--- src/rtl/gpio_ovr_pkg.sv ---
package gpio_ovr_pkg;
  localparam int unsigned GPIO_PINS = 8;
  localparam int unsigned GPIO_SYNC = 2;

  typedef struct packed {
    logic en;
    logic val;
  } ovr_pair_t;

  function automatic logic pick(input ovr_pair_t p, input logic dflt);
    return p.en ? p.val : dflt;
  endfunction
endpackage

--- src/rtl/gpio_reg_bank.sv ---
module gpio_reg_bank #(
  parameter int unsigned W = 8
) (
  input  logic         clk,
  input  logic         rst_n,
  input  logic         wr_en,
  input  logic [W-1:0] wr_data,
  output logic [W-1:0] q
);
  always_ff @(posedge clk or negedge rst_n) begin
    if (!rst_n)     q <= '0;
    else if (wr_en) q <= wr_data;
  end

  assert_load_R2: assert property (@(posedge clk) disable iff (!rst_n)
    wr_en |=> q == $past(wr_data));
  assert_hold_R2: assert property (@(posedge clk) disable iff (!rst_n)
    !wr_en |=> $stable(q));
endmodule

--- src/rtl/gpio_pad_mux.sv ---
module gpio_pad_mux
  import gpio_ovr_pkg::*;
#(
  parameter int unsigned W = 8
) (
  input  logic         clk,
  input  logic         rst_n,
  input  logic [W-1:0] dir_q,
  input  logic [W-1:0] out_q,
  input  logic         pud_global,
  input  logic         sleep,
  input  logic [W-1:0] pu_ovr_en,
  input  logic [W-1:0] pu_ovr_val,
  input  logic [W-1:0] oe_ovr_en,
  input  logic [W-1:0] oe_ovr_val,
  input  logic [W-1:0] pv_ovr_en,
  input  logic [W-1:0] pv_ovr_val,
  input  logic [W-1:0] ie_ovr_en,
  input  logic [W-1:0] ie_ovr_val,
  output logic [W-1:0] pad_oe,
  output logic [W-1:0] pad_out,
  output logic [W-1:0] pad_pu,
  output logic [W-1:0] pad_ie
);
  for (genvar i = 0; i < W; i++) begin : g_pin
    ovr_pair_t pu_p, oe_p, pv_p, ie_p;
    logic      pu_dflt;

    always_comb begin
      pu_p    = '{en: pu_ovr_en[i], val: pu_ovr_val[i]};
      oe_p    = '{en: oe_ovr_en[i], val: oe_ovr_val[i]};
      pv_p    = '{en: pv_ovr_en[i], val: pv_ovr_val[i]};
      ie_p    = '{en: ie_ovr_en[i], val: ie_ovr_val[i]};
      pu_dflt = !dir_q[i] && out_q[i] && !pud_global;
      pad_pu[i]  = pick(pu_p, pu_dflt);
      pad_oe[i]  = pick(oe_p, dir_q[i]);
      pad_out[i] = pad_oe[i] && pick(pv_p, out_q[i]);
      pad_ie[i]  = pick(ie_p, !sleep);
    end

    assert_pu_dflt_R3: assert property (@(posedge clk) disable iff (!rst_n)
      !pu_ovr_en[i] && dir_q[i] |-> !pad_pu[i]);
    assert_pu_pud_R3: assert property (@(posedge clk) disable iff (!rst_n)
      !pu_ovr_en[i] && pud_global |-> !pad_pu[i]);
    assert_pu_ovr_R4: assert property (@(posedge clk) disable iff (!rst_n)
      pu_ovr_en[i] |-> pad_pu[i] == pu_ovr_val[i]);
    assert_oe_sel_R5: assert property (@(posedge clk) disable iff (!rst_n)
      pad_oe[i] == (oe_ovr_en[i] ? oe_ovr_val[i] : dir_q[i]));
    assert_off_zero_R6: assert property (@(posedge clk) disable iff (!rst_n)
      !pad_oe[i] |-> !pad_out[i]);
    assert_pv_ovr_R6: assert property (@(posedge clk) disable iff (!rst_n)
      pad_oe[i] && pv_ovr_en[i] |-> pad_out[i] == pv_ovr_val[i]);
    assert_ie_sleep_R7: assert property (@(posedge clk) disable iff (!rst_n)
      !ie_ovr_en[i] |-> pad_ie[i] == !sleep);
  end
endmodule

--- src/rtl/gpio_in_sync.sv ---
module gpio_in_sync #(
  parameter int unsigned W      = 8,
  parameter int unsigned STAGES = 2
) (
  input  logic         clk,
  input  logic         rst_n,
  input  logic [W-1:0] pad_in,
  input  logic [W-1:0] ie,
  output logic [W-1:0] raw,
  output logic [W-1:0] pin_q
);
  logic [W-1:0] stg [STAGES];
  logic         live;

  assign raw   = pad_in & ie;
  assign pin_q = stg[STAGES-1];

  for (genvar k = 0; k < STAGES; k++) begin : g_stage
    if (k == 0) begin : g_first
      always_ff @(posedge clk or negedge rst_n) begin
        if (!rst_n) stg[0] <= '0;
        else        stg[0] <= raw;
      end
      assert_stage0_R9: assert property (@(posedge clk) disable iff (!rst_n)
        live |-> stg[0] == $past(raw));
    end else begin : g_next
      always_ff @(posedge clk or negedge rst_n) begin
        if (!rst_n) stg[k] <= '0;
        else        stg[k] <= stg[k-1];
      end
      assert_stage_R9: assert property (@(posedge clk) disable iff (!rst_n)
        live |-> stg[k] == $past(stg[k-1]));
    end
  end

  always_ff @(posedge clk or negedge rst_n) begin
    if (!rst_n) live <= 1'b0;
    else        live <= 1'b1;
  end

  assert_gate_R8: assert property (@(posedge clk) disable iff (!rst_n)
    (raw & ~ie) == '0);
endmodule

--- src/rtl/gpio_ovr_port.sv ---
module gpio_ovr_port
  import gpio_ovr_pkg::*;
#(
  parameter int unsigned PINS = GPIO_PINS,
  parameter int unsigned SYNC = GPIO_SYNC
) (
  input  logic            clk,
  input  logic            rst_n,
  input  logic            dir_wr_en,
  input  logic [PINS-1:0] dir_wr_data,
  input  logic            out_wr_en,
  input  logic [PINS-1:0] out_wr_data,
  output logic [PINS-1:0] dir_rd,
  output logic [PINS-1:0] out_rd,
  output logic [PINS-1:0] pin_rd,
  input  logic            pud_global,
  input  logic            sleep,
  input  logic [PINS-1:0] pu_ovr_en,
  input  logic [PINS-1:0] pu_ovr_val,
  input  logic [PINS-1:0] oe_ovr_en,
  input  logic [PINS-1:0] oe_ovr_val,
  input  logic [PINS-1:0] pv_ovr_en,
  input  logic [PINS-1:0] pv_ovr_val,
  input  logic [PINS-1:0] ie_ovr_en,
  input  logic [PINS-1:0] ie_ovr_val,
  input  logic [PINS-1:0] pad_in,
  output logic [PINS-1:0] pad_oe,
  output logic [PINS-1:0] pad_out,
  output logic [PINS-1:0] pad_pu,
  output logic [PINS-1:0] pad_ie,
  output logic [PINS-1:0] raw_in
);
  logic [PINS-1:0] dir_q, out_q;

  gpio_reg_bank #(.W(PINS)) u_dir (
    .clk(clk), .rst_n(rst_n), .wr_en(dir_wr_en), .wr_data(dir_wr_data), .q(dir_q));

  gpio_reg_bank #(.W(PINS)) u_out (
    .clk(clk), .rst_n(rst_n), .wr_en(out_wr_en), .wr_data(out_wr_data), .q(out_q));

  gpio_pad_mux #(.W(PINS)) u_mux (
    .clk(clk), .rst_n(rst_n), .dir_q(dir_q), .out_q(out_q),
    .pud_global(pud_global), .sleep(sleep),
    .pu_ovr_en(pu_ovr_en), .pu_ovr_val(pu_ovr_val),
    .oe_ovr_en(oe_ovr_en), .oe_ovr_val(oe_ovr_val),
    .pv_ovr_en(pv_ovr_en), .pv_ovr_val(pv_ovr_val),
    .ie_ovr_en(ie_ovr_en), .ie_ovr_val(ie_ovr_val),
    .pad_oe(pad_oe), .pad_out(pad_out), .pad_pu(pad_pu), .pad_ie(pad_ie));

  gpio_in_sync #(.W(PINS), .STAGES(SYNC)) u_sync (
    .clk(clk), .rst_n(rst_n), .pad_in(pad_in), .ie(pad_ie),
    .raw(raw_in), .pin_q(pin_rd));

  assign dir_rd = dir_q;
  assign out_rd = out_q;

  assert_reset_R1: assert property (@(posedge clk)
    !rst_n |-> (dir_rd == '0 && out_rd == '0 && pin_rd == '0));
endmodule

--- config.mk ---
export PLATFORM = sky130hd
export DESIGN_NAME = gpio_ovr_port
export DESIGN_NICKNAME = d
export VERILOG_FILES = /design/src/rtl/gpio_ovr_pkg.sv /design/src/rtl/gpio_reg_bank.sv /design/src/rtl/gpio_pad_mux.sv /design/src/rtl/gpio_in_sync.sv /design/src/rtl/gpio_ovr_port.sv
export SDC_FILE = /design/constraint.sdc
export NUM_CORES = 1
export LEC_CHECK = 0
export BUFFER_PORTS_ARGS = -buffer_cell sky130_fd_sc_hd__buf_2
export CORE_MARGIN = 10
export CORE_UTILIZATION = 35
export CTS_BUF_LIST = sky130_fd_sc_hd__clkbuf_4
export DETAILED_ROUTE_END_ITERATION = 8
export GPL_TIMING_DRIVEN = 0
export HOLD_SLACK_MARGIN = 0.1
export PLACE_DENSITY = 0.77
export SLEW_MARGIN = 20
export SYNTH_ARGS = -nofsm -noshare
export SYNTH_HDL_FRONTEND = slang
export SYNTH_SLANG_ARGS = --single-unit
export TNS_END_PERCENT = 100
--- constraint.sdc ---
create_clock -name clk -period 2.2 [get_ports clk]
set_input_delay 0.44 -clock clk [delete_from_list [all_inputs] [get_ports clk]]
set_output_delay 0.44 -clock clk [all_outputs]
set_load 0.05 [all_outputs]
Yosys cells after proc, flatten, opt, wreduce, memory -nomap -nowiden
Cells that the tools add are included. Widths: inputs -> output; s select.

Bits in registers: 32. Bits of input ports: 94. Output and inout port bits: 64. Word-level logic and storage cells: 71.

Mux-type cells: 32. Bitwise logic cells: 1. Reduce and logical (&&, ||, !) cells: 34.

Operators with widths (number): $mux 1 (32); $logic_and 1x1->1 (24); $logic_not 1->1 (10); $and 8x8->8 (1).

Depth between registers and ports, before layout
Gate-level depths: netlist of the first run.

Depth in word-level cells: 4. Depth in mapped cells: 3.

Hierarchy
From an unflattened synthesis of the first run, not the netlist that was laid out.

Cell total of the unflattened synthesis: 131. Area, all modules: 1679.1 um^2.

By module, submodules not included: gpio_reg_bank (instances 2, cells an instance 17, area an instance 331.6 um^2, sequential area each 200.2 um^2); gpio_in_sync (instances 1, cells an instance 32, area an instance 510.5 um^2, sequential area each 400.4 um^2); gpio_pad_mux (instances 1, cells an instance 65, area an instance 505.5 um^2, sequential area each 0.0 um^2).

Worst setup path after synthesis of the first run
No wires, ideal clock.

Path kind: input to output. Start point: input sleep. End point: output raw_in[4]. Data arrival time: 1804 ps. Data required time: 1760 ps. Setup slack: -44 ps. Stages: 2. Path buffers: 0. Cells stage by stage: nor2b_1 -> a211oi_1.

Word-level cells in the longest chain between the ends: 3.

RTL lines: start: declaration (line gpio_ovr_port.sv:17) `input logic sleep,`; $logic_not 1->1 (line gpio_pad_mux.sv:38) `pad_ie[i] = pick(ie_p, !sleep);`; $mux 1 (line gpio_ovr_pkg.sv:11) `return p.en ? p.val : dflt;`; $and 8x8->8 (line gpio_in_sync.sv:15) `assign raw = pad_in & ie;`; end: declaration (line gpio_ovr_port.sv:31) `output logic [PINS-1:0] raw_in`.

Every way passes these cells.

Worst setup path in the final report of the first run
Start point: register u_dir.q[2]. End point: output pad_pu[2].

Word-level cells in the longest chain between the ends: 4.

RTL lines: start: declaration (line gpio_reg_bank.sv:8) `output logic [W-1:0] q`; start signal: assignment (line gpio_reg_bank.sv:12) `else if (wr_en) q <= wr_data;`; $logic_not 1->1 (line gpio_pad_mux.sv:34) `pu_dflt = !dir_q[i] && out_q[i] && !pud_global;`; $logic_and 1x1->1 (2 in a row) (line gpio_pad_mux.sv:34); $mux 1 (line gpio_ovr_pkg.sv:11); end: declaration (line gpio_ovr_port.sv:29) `output logic [PINS-1:0] pad_pu,`.

Every way passes these cells.

==> results of run 1 <==
area by class of cell:
type                    count  area share, %
flip-flops and latches     32           30.4
multi-input cells          89           28.0
repair buffers            155           29.4
clock inverters             2           1.33
inverters                  22           3.13
plain buffers              11           3.42
well taps                  54           2.56
clock buffers               6           1.71
logic make-up after synthesis:
logic type,Yosys count
compound gates,31
mux,24
simple gates,34
buf+inv,33
flops,32
per-stage QoR:
step	instances	setup slack [ns]	utilization [%]
after floorplan	154	0.0155	-
after global placement	363	0.437	54.5
after detailed placement	363	0.441	54.5
after CTS	371	0.294	56.2
after global routing	371	0.240	56.2
final	371	0.335	56.2
metal layers:
metal | vias up | routed length, um
li1 | 837 | -
met1 | 795 | 1930
met2 | 79 | 3150
met3 | 6 | 612
met4 | 0 | 60
met5 | - | 0
state kept, by name, indices dropped and copies added (netlist names):
name and flops:
u_dir.q 8, u_out.q 8, u_sync.pin_q 8, u_sync.stg 8
worst min-delay path by stage:
stage                         from         endpoint  slack, ns  cells after the start
floorplan                    rst_n       u_dir.q[0]       0.14                      0
finish                       rst_n   u_sync.stg[12]       0.15                      1
CTS                          rst_n   u_sync.stg[12]       0.17                      1
global route                 rst_n   u_sync.stg[15]       0.20                      1
detailed placement  u_sync.stg[12]  u_sync.pin_q[4]       0.34                      0
global placement    u_sync.stg[12]  u_sync.pin_q[4]       0.33                      0
synth_stat cells (all sizes together):
library cell	number	area, um^2
nor2b	7	43.8
a211oi	7	52.6
a21oi	7	35.0
or2	1	6.26
a21boi	1	7.51
o41ai	8	130
mux2	24	270
nand2	18	67.6
and2	8	50.1
o21ai	8	40.0
buf	11	90.1
dfrtp	32	801
inv	22	82.6
power by group:
part / leakage (nW) / internal [mW] / switching, mW
registers: 0.395 / 0.635 / 0.0322
logic: 1.07 / 0.216 / 0.508
clock network: 0.0456 / 0.251 / 0.195
==> results.py, run 1 <==
metrics = {
    "status": {
        "status": "completed",
    },
    "synth": {
        "yosysSeqAreaShare_pct": 47.8,
        "synth_top_family_by_area": "multiplexers",
        "syn_nets": 248,
        "yosys.area_share.simple_pct": 10.0,
        "synthAdderAreaFrac_pct": 0,
        "synthXorXnorAreaFrac_pct": 0,
        "synth_seq_cells": 32,
        "yosysWarnings": 0,
        "synth.area.mux_share_pct": 16.1,
        "syn-cell-area_um2": 1680,
        "synth_compound_area_share_pct": 15.8,
        "synth.distinct_cells": 14,
        "netlist_instances": 154,
        "avgSynthCellArea_um2": 10.9,
    },
    "setup_path": {
        "critPathCapture": "pad_pu[2]",
        "cp.depth": 2,
        "slowest_stage": "dfrtp_1",
        "critPathLaunch": "u_dir.q[2]",
        "cp_max_fo": 4,
        "r2r_end": "u_dir.q[0]",
        "criticalPathCategory": "reg -> out",
        "crit_arrival_ns": 1.42,
        "setup.worst_path.start_class": "register",
        "cp_num_buf_inv": 1,
        "end_kind": "primary output",
        "path_cells": "o41ai_2 -> buf_2",
        "cpPeakStageDelay_ns": 0.43,
        "cp.required_ns": 1.76,
        "r2r_start": "u_dir.q[0]",
        "r2r_cells": 1,
        "critPathTopFamily": "flip-flops",
        "r2r_setup_slack_ns": 1.38,
    },
    "drt": {
        "wl_per_cell_um": 15.5,
        "via_per_inst": 4.63,
        "firstDrtPassIters": 3,
        "drc": 0,
        "drt-total-wl_um": 5760,
        "drtIter0Drc": 35,
        "antenna_left": 0,
        "vias": 1717,
    },
    "clocking": {
        "clockBufferDepth": 2,
        "cts_made_buffers": 5,
        "cts-resized-gates": 0,
        "post_cts_buffers": 0,
        "h-tree-depth": 2,
        "cts-root-buf": "clkbuf_4",
        "clkTransAtPathRegs_ns": 0.10,
        "cts_sinks": 32,
        "ctsHoldBuffers": 0,
        "tritoncts": "yes",
        "insertion_delay_ns": 0.32,
    },
    "placed_design": {
        "dpl_cell_area_um2": 2550,
        "routabilityCongestion": 0.727,
        "dp_hpwl_um": 4970,
        "io_buffers": 155,
    },
    "sta": {
        "worst_slew_pin_slew_ns": 0.702,
        "whs_ns": 0.151,
        "min_period_over_period_pct": 84.8,
        "period_minus_slack_ns": 1.86,
        "rsz0062_at_grt": "false",
        "clock_skew_ns": 0.000440,
        "final-setup-viol-count": 0,
        "slew_headroom_pct": 53.2,
        "fmax_mhz": 536,
        "finalHoldViolations": 0,
        "drv_slew": 0,
        "tns_ns": 0,
    },
    "power_and_ir_drop": {
        "fin_total_pwr_mw": 1.84,
        "power_leakage_nw": 1.51,
        "ir_drop_uv": 336,
        "p_per_area_nw_per_um2": 697,
    },
    "global_routing": {
        "grt_busiest_layer": "met2",
        "grt_util_met2_pct": 26.1,
        "grt_first_pass_wirelength_um": 8760,
        "grt_antenna_before_repair": 0,
        "grt-ovfl-total": 0,
        "grtUsageMet1_pct": 13.7,
        "grt_max_degree": 33,
        "grtUsageTotal_pct": 14.0,
        "grt_pass1_vias": 1927,
        "grt_util_met3_pct": 5.74,
    },
    "die": {
        "core_area_um2": 4690,
        "start_util_pct": 35.7,
        "fp-row-count": 25,
        "dieArea_um2": 7960,
        "fp.dieW_um": 89.2,
        "top_level_ports": 158,
        "die_h_um": 89.2,
    },
    "layout": {
        "fill_cells": 408,
        "nNetsFinal": 410,
        "final_cell_mix": "buf_2, dfrtp_1, mux2_2",
        "diodes": 0,
        "final-seq-area_um2": 801,
        "fin_area_um2": 2640,
        "layout_commonest_cell": "buf_2",
        "multi_input_area_um2": 738,
        "final_layout_size_suffix_gt1_share_pct": 67.2,
        "synthToLayoutAreaGrowth_pct": 57.2,
    },
    "hold_path": {
        "min_path_type": "in -> async",
    },
    "job": {
        "maxCapViolCount": 0,
    },
}
Power figures use the tool's default switching activity.
==> run 2: changes to the inputs <==
--- a/config.mk
+++ b/config.mk
@@ -5,6 +5,7 @@
 export SDC_FILE = /design/constraint.sdc
 export NUM_CORES = 1
 export LEC_CHECK = 0
+export ABC_AREA = 1
 export BUFFER_PORTS_ARGS = -buffer_cell sky130_fd_sc_hd__buf_2
 export CORE_MARGIN = 10
 export CORE_UTILIZATION = 35
@@ -12,7 +13,7 @@
 export DETAILED_ROUTE_END_ITERATION = 8
 export GPL_TIMING_DRIVEN = 0
 export HOLD_SLACK_MARGIN = 0.1
-export PLACE_DENSITY = 0.77
+export PLACE_DENSITY = 0.79
 export SLEW_MARGIN = 20
 export SYNTH_ARGS = -nofsm -noshare
 export SYNTH_HDL_FRONTEND = slang
==> constraint.sdc (replaced) <==
create_clock -name clk -period 1.6 [get_ports clk]
set_input_delay 0.32 -clock clk [delete_from_list [all_inputs] [get_ports clk]]
set_output_delay 0.32 -clock clk [all_outputs]
set_load 0.05 [all_outputs]
==> run 2 against run 1 <==
Effect of this change: register-to-register slack worse by 0.47 ns; first-iteration DRC count up 91%; clock power up 0.9%; largest cell class unchanged; synthesized area up 2.8%; global-route usage up 0.79 points; final area up 3.7%; final cell count up 30%; non-clock buffer count up 2; largest power group unchanged; combinational power up 32%.
==> results.py, run 2 <==
metrics = {
    "setup_path": {
        "critPathTopFamily": "flip-flops",
        "slowest_stage": "dfrtp_2",
        "cp_max_fo": 4,
        "cpMostUsedCell": "nand2_1",
        "end_kind": "primary output",
        "cp.required_ns": 1.28,
        "setup.worst_path.start_class": "register",
        "cpPeakStageDelay_ns": 0.45,
        "cp_num_buf_inv": 2,
        "path_cells": "nand2_1 -> nand2_2 -> nand2_1 -> inv_1 -> clkbuf_4",
        "criticalPathCategory": "reg -> out",
        "crit_arrival_ns": 1.19,
    },
    "sta": {
        "clock_skew_ns": 0.00801,
        "setup_ws_ns": 0.0869,
        "drv_slew": 0,
        "slew_headroom_pct": 54.1,
        "min_period_over_period_pct": 94.6,
        "final-setup-viol-count": 0,
        "fmax_mhz": 661,
        "worst_slew_pin_slew_ns": 0.689,
        "finalHoldViolations": 0,
        "period_minus_slack_ns": 1.51,
        "tns_ns": 0,
    },
    "power_and_ir_drop": {
        "power_leakage_nw": 1.82,
        "switching_share_pct": 41.9,
        "p_sw_mw": 0.973,
        "clkPwrFrac_pct": 19.4,
        "p_per_area_nw_per_um2": 850,
        "intPower_mw": 1.35,
        "ir_drop_uv": 432,
        "pwr-share-comb_pct": 41.2,
        "seqPwrFrac_pct": 39.4,
    },
    "clocking": {
        "clkTransAtPathRegs_ns": 0.10,
        "clockBufferDepth": 2,
        "insertion_delay_ns": 0.32,
        "h-tree-depth": 2,
        "cts-root-buf": "clkbuf_4",
        "post_cts_buffers": 0,
        "cts_made_buffers": 5,
        "tritoncts": "yes",
        "cts_sinks": 32,
    },
    "status": {
        "status": "completed",
    },
    "synth": {
        "synth_largest_area_cell": "dfrtp_1",
        "synth_top_area_share_pct": 46.5,
        "synth-edff-count": 0,
        "yosys-top-cells-count": "nand2_1, inv_1, dfrtp_1",
        "netlist_instances": 252,
        "ys.flop_type": "dfrtp_1",
        "synth_seq_cells": 32,
        "syn-cell-area_um2": 1720,
        "async_reset_ff_share_pct": 100,
        "yosysSeqAreaShare_pct": 46.5,
        "yosysWarnings": 0,
        "synth.distinct_cells": 12,
        "syn_nets": 346,
        "avgSynthCellArea_um2": 6.84,
        "ys_top_cells_by_area": "dfrtp_1, nand2_1, inv_1",
        "yosysMostFrequentCell": "nand2_1",
    },
    "layout": {
        "final-seq-area_um2": 811,
        "fin_area_um2": 2730,
        "final_layout_size_suffix_gt1_share_pct": 46.3,
        "layout_commonest_cell": "buf_2",
        "multi_input_area_um2": 676,
        "synthToLayoutAreaGrowth_pct": 58.5,
        "fin_util_pct": 57.4,
        "nNetsFinal": 510,
        "diodes": 0,
        "final_cell_mix": "buf_2, nand2_1, inv_1",
        "fill_cells": 460,
    },
    "global_routing": {
        "grt_antenna_before_repair": 0,
        "grt-ovfl-total": 0,
        "grt_pass1_vias": 2173,
        "grt_first_pass_wirelength_um": 10000,
        "grt_max_degree": 33,
        "grtUsageTotal_pct": 14.8,
    },
    "placed_design": {
        "dpl_cell_area_um2": 2620,
        "dp_hpwl_um": 5170,
        "pre_cts_slack_ns": 0.144,
        "io_buffers": 156,
        "routabilityCongestion": 0.800,
    },
    "drt": {
        "drc": 0,
        "drt-total-wl_um": 6140,
        "wl_per_cell_um": 12.7,
        "firstDrtPassIters": 4,
        "via_per_inst": 4.14,
        "drtIter0Drc": 67,
        "antenna_left": 0,
        "vias": 2005,
    },
    "die": {
        "die_h_um": 90.2,
        "fp.dieW_um": 90.2,
        "core_area_um2": 4750,
        "fp-row-count": 25,
        "top_level_ports": 158,
        "start_util_pct": 36.2,
        "dieArea_um2": 8130,
    },
    "job": {
        "maxCapViolCount": 0,
    },
    "hold_path": {
        "min_path_type": "in -> reg",
    },
}
==> run 2: cell types whose count changed in the layout (fill, tap and decap cells not counted), moves of 8 or more <==
cell / previous run / this run
and2_1: 8 / 0
buf_2: 155 / 143
dfrtp_1: 32 / 24
dfrtp_2: 0 / 8
inv_1: 22 / 48
mux2_2: 24 / 0
nand2_1: 18 / 112
nand2_2: 0 / 8
nor2_1: 0 / 14
o41ai_2: 8 / 0
==> run 2: routing by layer <==
layer / wire length [um] / global-route usage [%]
met1: 2340 / 15.0
met2: 3280 / 27.3
met3: 439 / 5.49
met4: 78 / 4.91
met5: 0 / 0
==> run 2: layout make-up <==
class,instances,share of cell area (%)
Buffer,11,3.21
Clock buffer,7,1.92
Clock inverter,1,0.137
Inverter,49,6.73
Multi-Input combinational cell,160,24.7
Sequential cell,32,29.7
Tap cell,67,3.07
Timing Repair Buffer,157,30.5
==> run 2: what timing repair did <==
action,CTS,global route
hold buffers,1,0
resized for setup,0,27
endpoints found under the hold margin,32,0
endpoints found under the setup margin,0,14
==> run 2: worst paths after layout <==
check / startpoint / to / slack, ns / depth (start not counted)
max in group asynchronous: rst_n / u_dir.q[4] / 0.53 / 2
max: u_dir.q[6] / pad_out[6] / 0.09 / 5
min in group asynchronous: rst_n / u_sync.pin_q[1] / 0.59 / 2
max reg2reg: u_dir.q[6] / u_dir.q[6] / 0.91 / 2
min reg2reg: u_sync.stg[12] / u_sync.pin_q[4] / 0.35 / 0
min: dir_wr_data[7] / u_dir.q[7] / 0.20 / 3
==> run 2: cells by family after synthesis <==
| logic type | after synthesis | share of synthesized area [%] |
|---|---|---|
| AO/OA/AOI/OAI | 24 | 8.13 |
| AND/OR/NAND/NOR | 136 | 29.6 |
| buffers and inverters | 60 | 15.8 |
| flip-flops | 32 | 46.5 |
==> run 2: power by group through the flow <==
stage | Clock [mW] | Combinational [mW] | Sequential, mW
after floorplan | 0 | 0.513 | 1.05
after global placement | 0 | 0.930 | 0.929
after detailed placement | 0 | 0.943 | 0.931
after CTS | 0.474 | 0.947 | 0.914
after global routing | 0.511 | 1.03 | 0.924
final | 0.450 | 0.957 | 0.914
==> run 2: worst register-to-register path, cell delays in order, from the launching register on <==
cell	delay, ns
dfrtp_2	0.45
inv_1	0.06
o21ai_0	0.06
==> run 2: stage by stage <==
stage | power [mW] | std cells | hold slack (ns)
2_1_floorplan | 1.56 | 252 | 0.0244
3_3_place_gp | 1.86 | 475 | 0.332
3_5_place_dp | 1.87 | 475 | 0.335
4_1_cts | 2.34 | 484 | 0.179
5_1_grt | 2.47 | 484 | 0.183
6_report | 2.32 | 484 | 0.198
==> run 3: changes to the inputs <==
--- a/config.mk
+++ b/config.mk
@@ -13,7 +13,7 @@
 export DETAILED_ROUTE_END_ITERATION = 8
 export GPL_TIMING_DRIVEN = 0
 export HOLD_SLACK_MARGIN = 0.1
-export PLACE_DENSITY = 0.79
+export PLACE_DENSITY = 0.77
 export SLEW_MARGIN = 20
 export SYNTH_ARGS = -nofsm -noshare
 export SYNTH_HDL_FRONTEND = slang
==> run 3 against run 2 <==
Effect of this change: critical endpoint is now pad_out[0]; flip-flop and latch count unchanged; global-route usage is 0.061 points higher; largest cell class unchanged; sequential share of layout area decreased by 0.34 points; setup slack better by 0.012 ns; total power grew 6.4%.
==> results.py, run 3 (synthesis results as in run 2) <==
metrics = {
    "global_routing": {
        "grt_util_met2_pct": 27.2,
        "grtUsageTotal_pct": 14.9,
        "grt_busiest_layer": "met2",
        "grt_pass1_vias": 2132,
        "grtUsageMet1_pct": 15.1,
        "grt_first_pass_wirelength_um": 10000,
        "grt_max_degree": 33,
        "grt_util_met3_pct": 4.82,
        "grt_antenna_before_repair": 0,
        "grt-ovfl-total": 0,
    },
    "setup_path": {
        "crit_arrival_ns": 1.18,
        "slowest_stage": "dfrtp_2",
        "cp_max_fo": 4,
        "cp_num_buf_inv": 2,
        "cpPeakStageDelay_ns": 0.44,
        "critPathTopFamily": "flip-flops",
        "end_kind": "primary output",
        "setup.worst_path.start_class": "register",
        "criticalPathCategory": "reg -> out",
        "cpMostUsedCell": "nand2_1",
        "path_cells": "nand2_1 -> nand2_2 -> nand2_1 -> inv_1 -> buf_4",
        "cp.required_ns": 1.28,
    },
    "placed_design": {
        "io_buffers": 156,
        "routabilityCongestion": 0.790,
        "dp_hpwl_um": 5290,
        "placedCellCount": 475,
    },
    "layout": {
        "layout_commonest_cell": "buf_2",
        "nNetsFinal": 511,
        "synthToLayoutAreaGrowth_pct": 60.3,
        "final_layout_size_suffix_gt1_share_pct": 46.2,
        "diodes": 0,
        "final_cell_mix": "buf_2, nand2_1, inv_1",
        "instances_no_fill": 485,
    },
    "drt": {
        "vias": 2043,
        "drtIter0Drc": 22,
        "antenna_left": 0,
        "drc": 0,
        "via_per_inst": 4.21,
        "firstDrtPassIters": 4,
        "wl_per_cell_um": 12.7,
        "drt-total-wl_um": 6170,
    },
    "die": {
        "dieArea_um2": 8130,
        "start_util_pct": 36.2,
        "die_h_um": 90.2,
        "fp-row-count": 25,
        "top_level_ports": 158,
        "core_area_um2": 4750,
        "fp.dieW_um": 90.2,
    },
    "sta": {
        "tns_ns": 0,
        "drv_slew": 0,
        "finalHoldViolations": 0,
        "min_period_over_period_pct": 93.8,
        "period_minus_slack_ns": 1.50,
        "slew_headroom_pct": 53.2,
        "fmax_mhz": 666,
        "whs_ns": 0.188,
        "clock_skew_ns": 0.00300,
        "final-setup-viol-count": 0,
        "worst_slew_pin_slew_ns": 0.703,
    },
    "power_and_ir_drop": {
        "ir_drop_uv": 447,
        "p_per_area_nw_per_um2": 894,
        "fin_total_pwr_mw": 2.47,
        "power_leakage_nw": 1.83,
    },
    "hold_path": {
        "min_path_type": "in -> reg",
    },
    "clocking": {
        "cts-root-buf": "clkbuf_4",
        "cts_made_buffers": 5,
        "clockBufferDepth": 2,
        "clkTransAtPathRegs_ns": 0.10,
        "cts_sinks": 32,
        "h-tree-depth": 2,
        "tritoncts": "yes",
        "insertion_delay_ns": 0.33,
    },
    "job": {
        "maxCapViolCount": 0,
    },
    "status": {
        "status": "completed",
    },
}
-- run 3: changes by cell type in the layout (fill, tap and decap cells not counted) --
cell	delta
clkbuf_4	-5
inv_1	-1
buf_4	+2
nor2_2	-1
nor2_1	+1
buf_6	+2
clkinv_1	+1
bufinv_16	+1
inv_2	+1
-- run 3: where the power goes --
group | internal (mW) | switching, mW
clock | 0.319 | 0.271
sequential | 0.872 | 0.0426
combinational | 0.279 | 0.685
total | 1.47 | 0.999
-- run 3: path summary, 6_finish.rpt --
check / start / to / slack, ns / cells past startpoint
min: out_wr_data[3] / u_out.q[3] / 0.19 / 3
min in group asynchronous: rst_n / u_sync.pin_q[3] / 0.57 / 2
min reg2reg: u_sync.stg[15] / u_sync.pin_q[7] / 0.36 / 0
max reg2reg: u_dir.q[6] / u_dir.q[6] / 0.91 / 2
max in group asynchronous: rst_n / u_dir.q[1] / 0.53 / 2
max: u_dir.q[0] / pad_out[0] / 0.1 / 5
-- run 3: through the flow --
stage / worst slack, ns / util, % / instance area [um^2]
finish: 0.0994 / 58.1 / 2760
global route: -0.00878 / 58.1 / 2760
CTS: 0.0118 / 56.9 / 2710
detailed placement: 0.120 / 55.1 / 2620
global placement: 0.169 / 55.1 / 2620
floorplan: 0.0323 / - / 1750
-- run 3: layout make-up --
| class | count | area (um^2) |
|---|---|---|
| Sequential cell | 32 | 811 |
| Multi-Input combinational cell | 160 | 673 |
| Timing Repair Buffer | 158 | 848 |
| Tap cell | 67 | 83.8 |
| Fill cell | 459 | 1990 |
| Buffer | 11 | 87.6 |
| Clock inverter | 3 | 37.5 |
| Clock buffer | 5 | 37.5 |
| Inverter | 49 | 184 |
-- run 3: routing by layer --
layer	share of wire (%)	routed length [um]
met1	37	2260
met2	54	3330
met3	6.5	401
met4	3.0	184
met5	0	0
-- run 3: tightest hold or removal path, stage by stage --
cell and delay (ns):
buf_2 0.07, nand2_1 0.04, o21ai_0 0.06
-- run 3: repair_timing --
item / 4_1_cts / 5_1_grt
setup endpoints to repair: 1 / 14
gates resized for setup: 1 / 30
setup buffers: 0 / 1
hold endpoints to repair: 32 / 0
hold buffers: 1 / 0
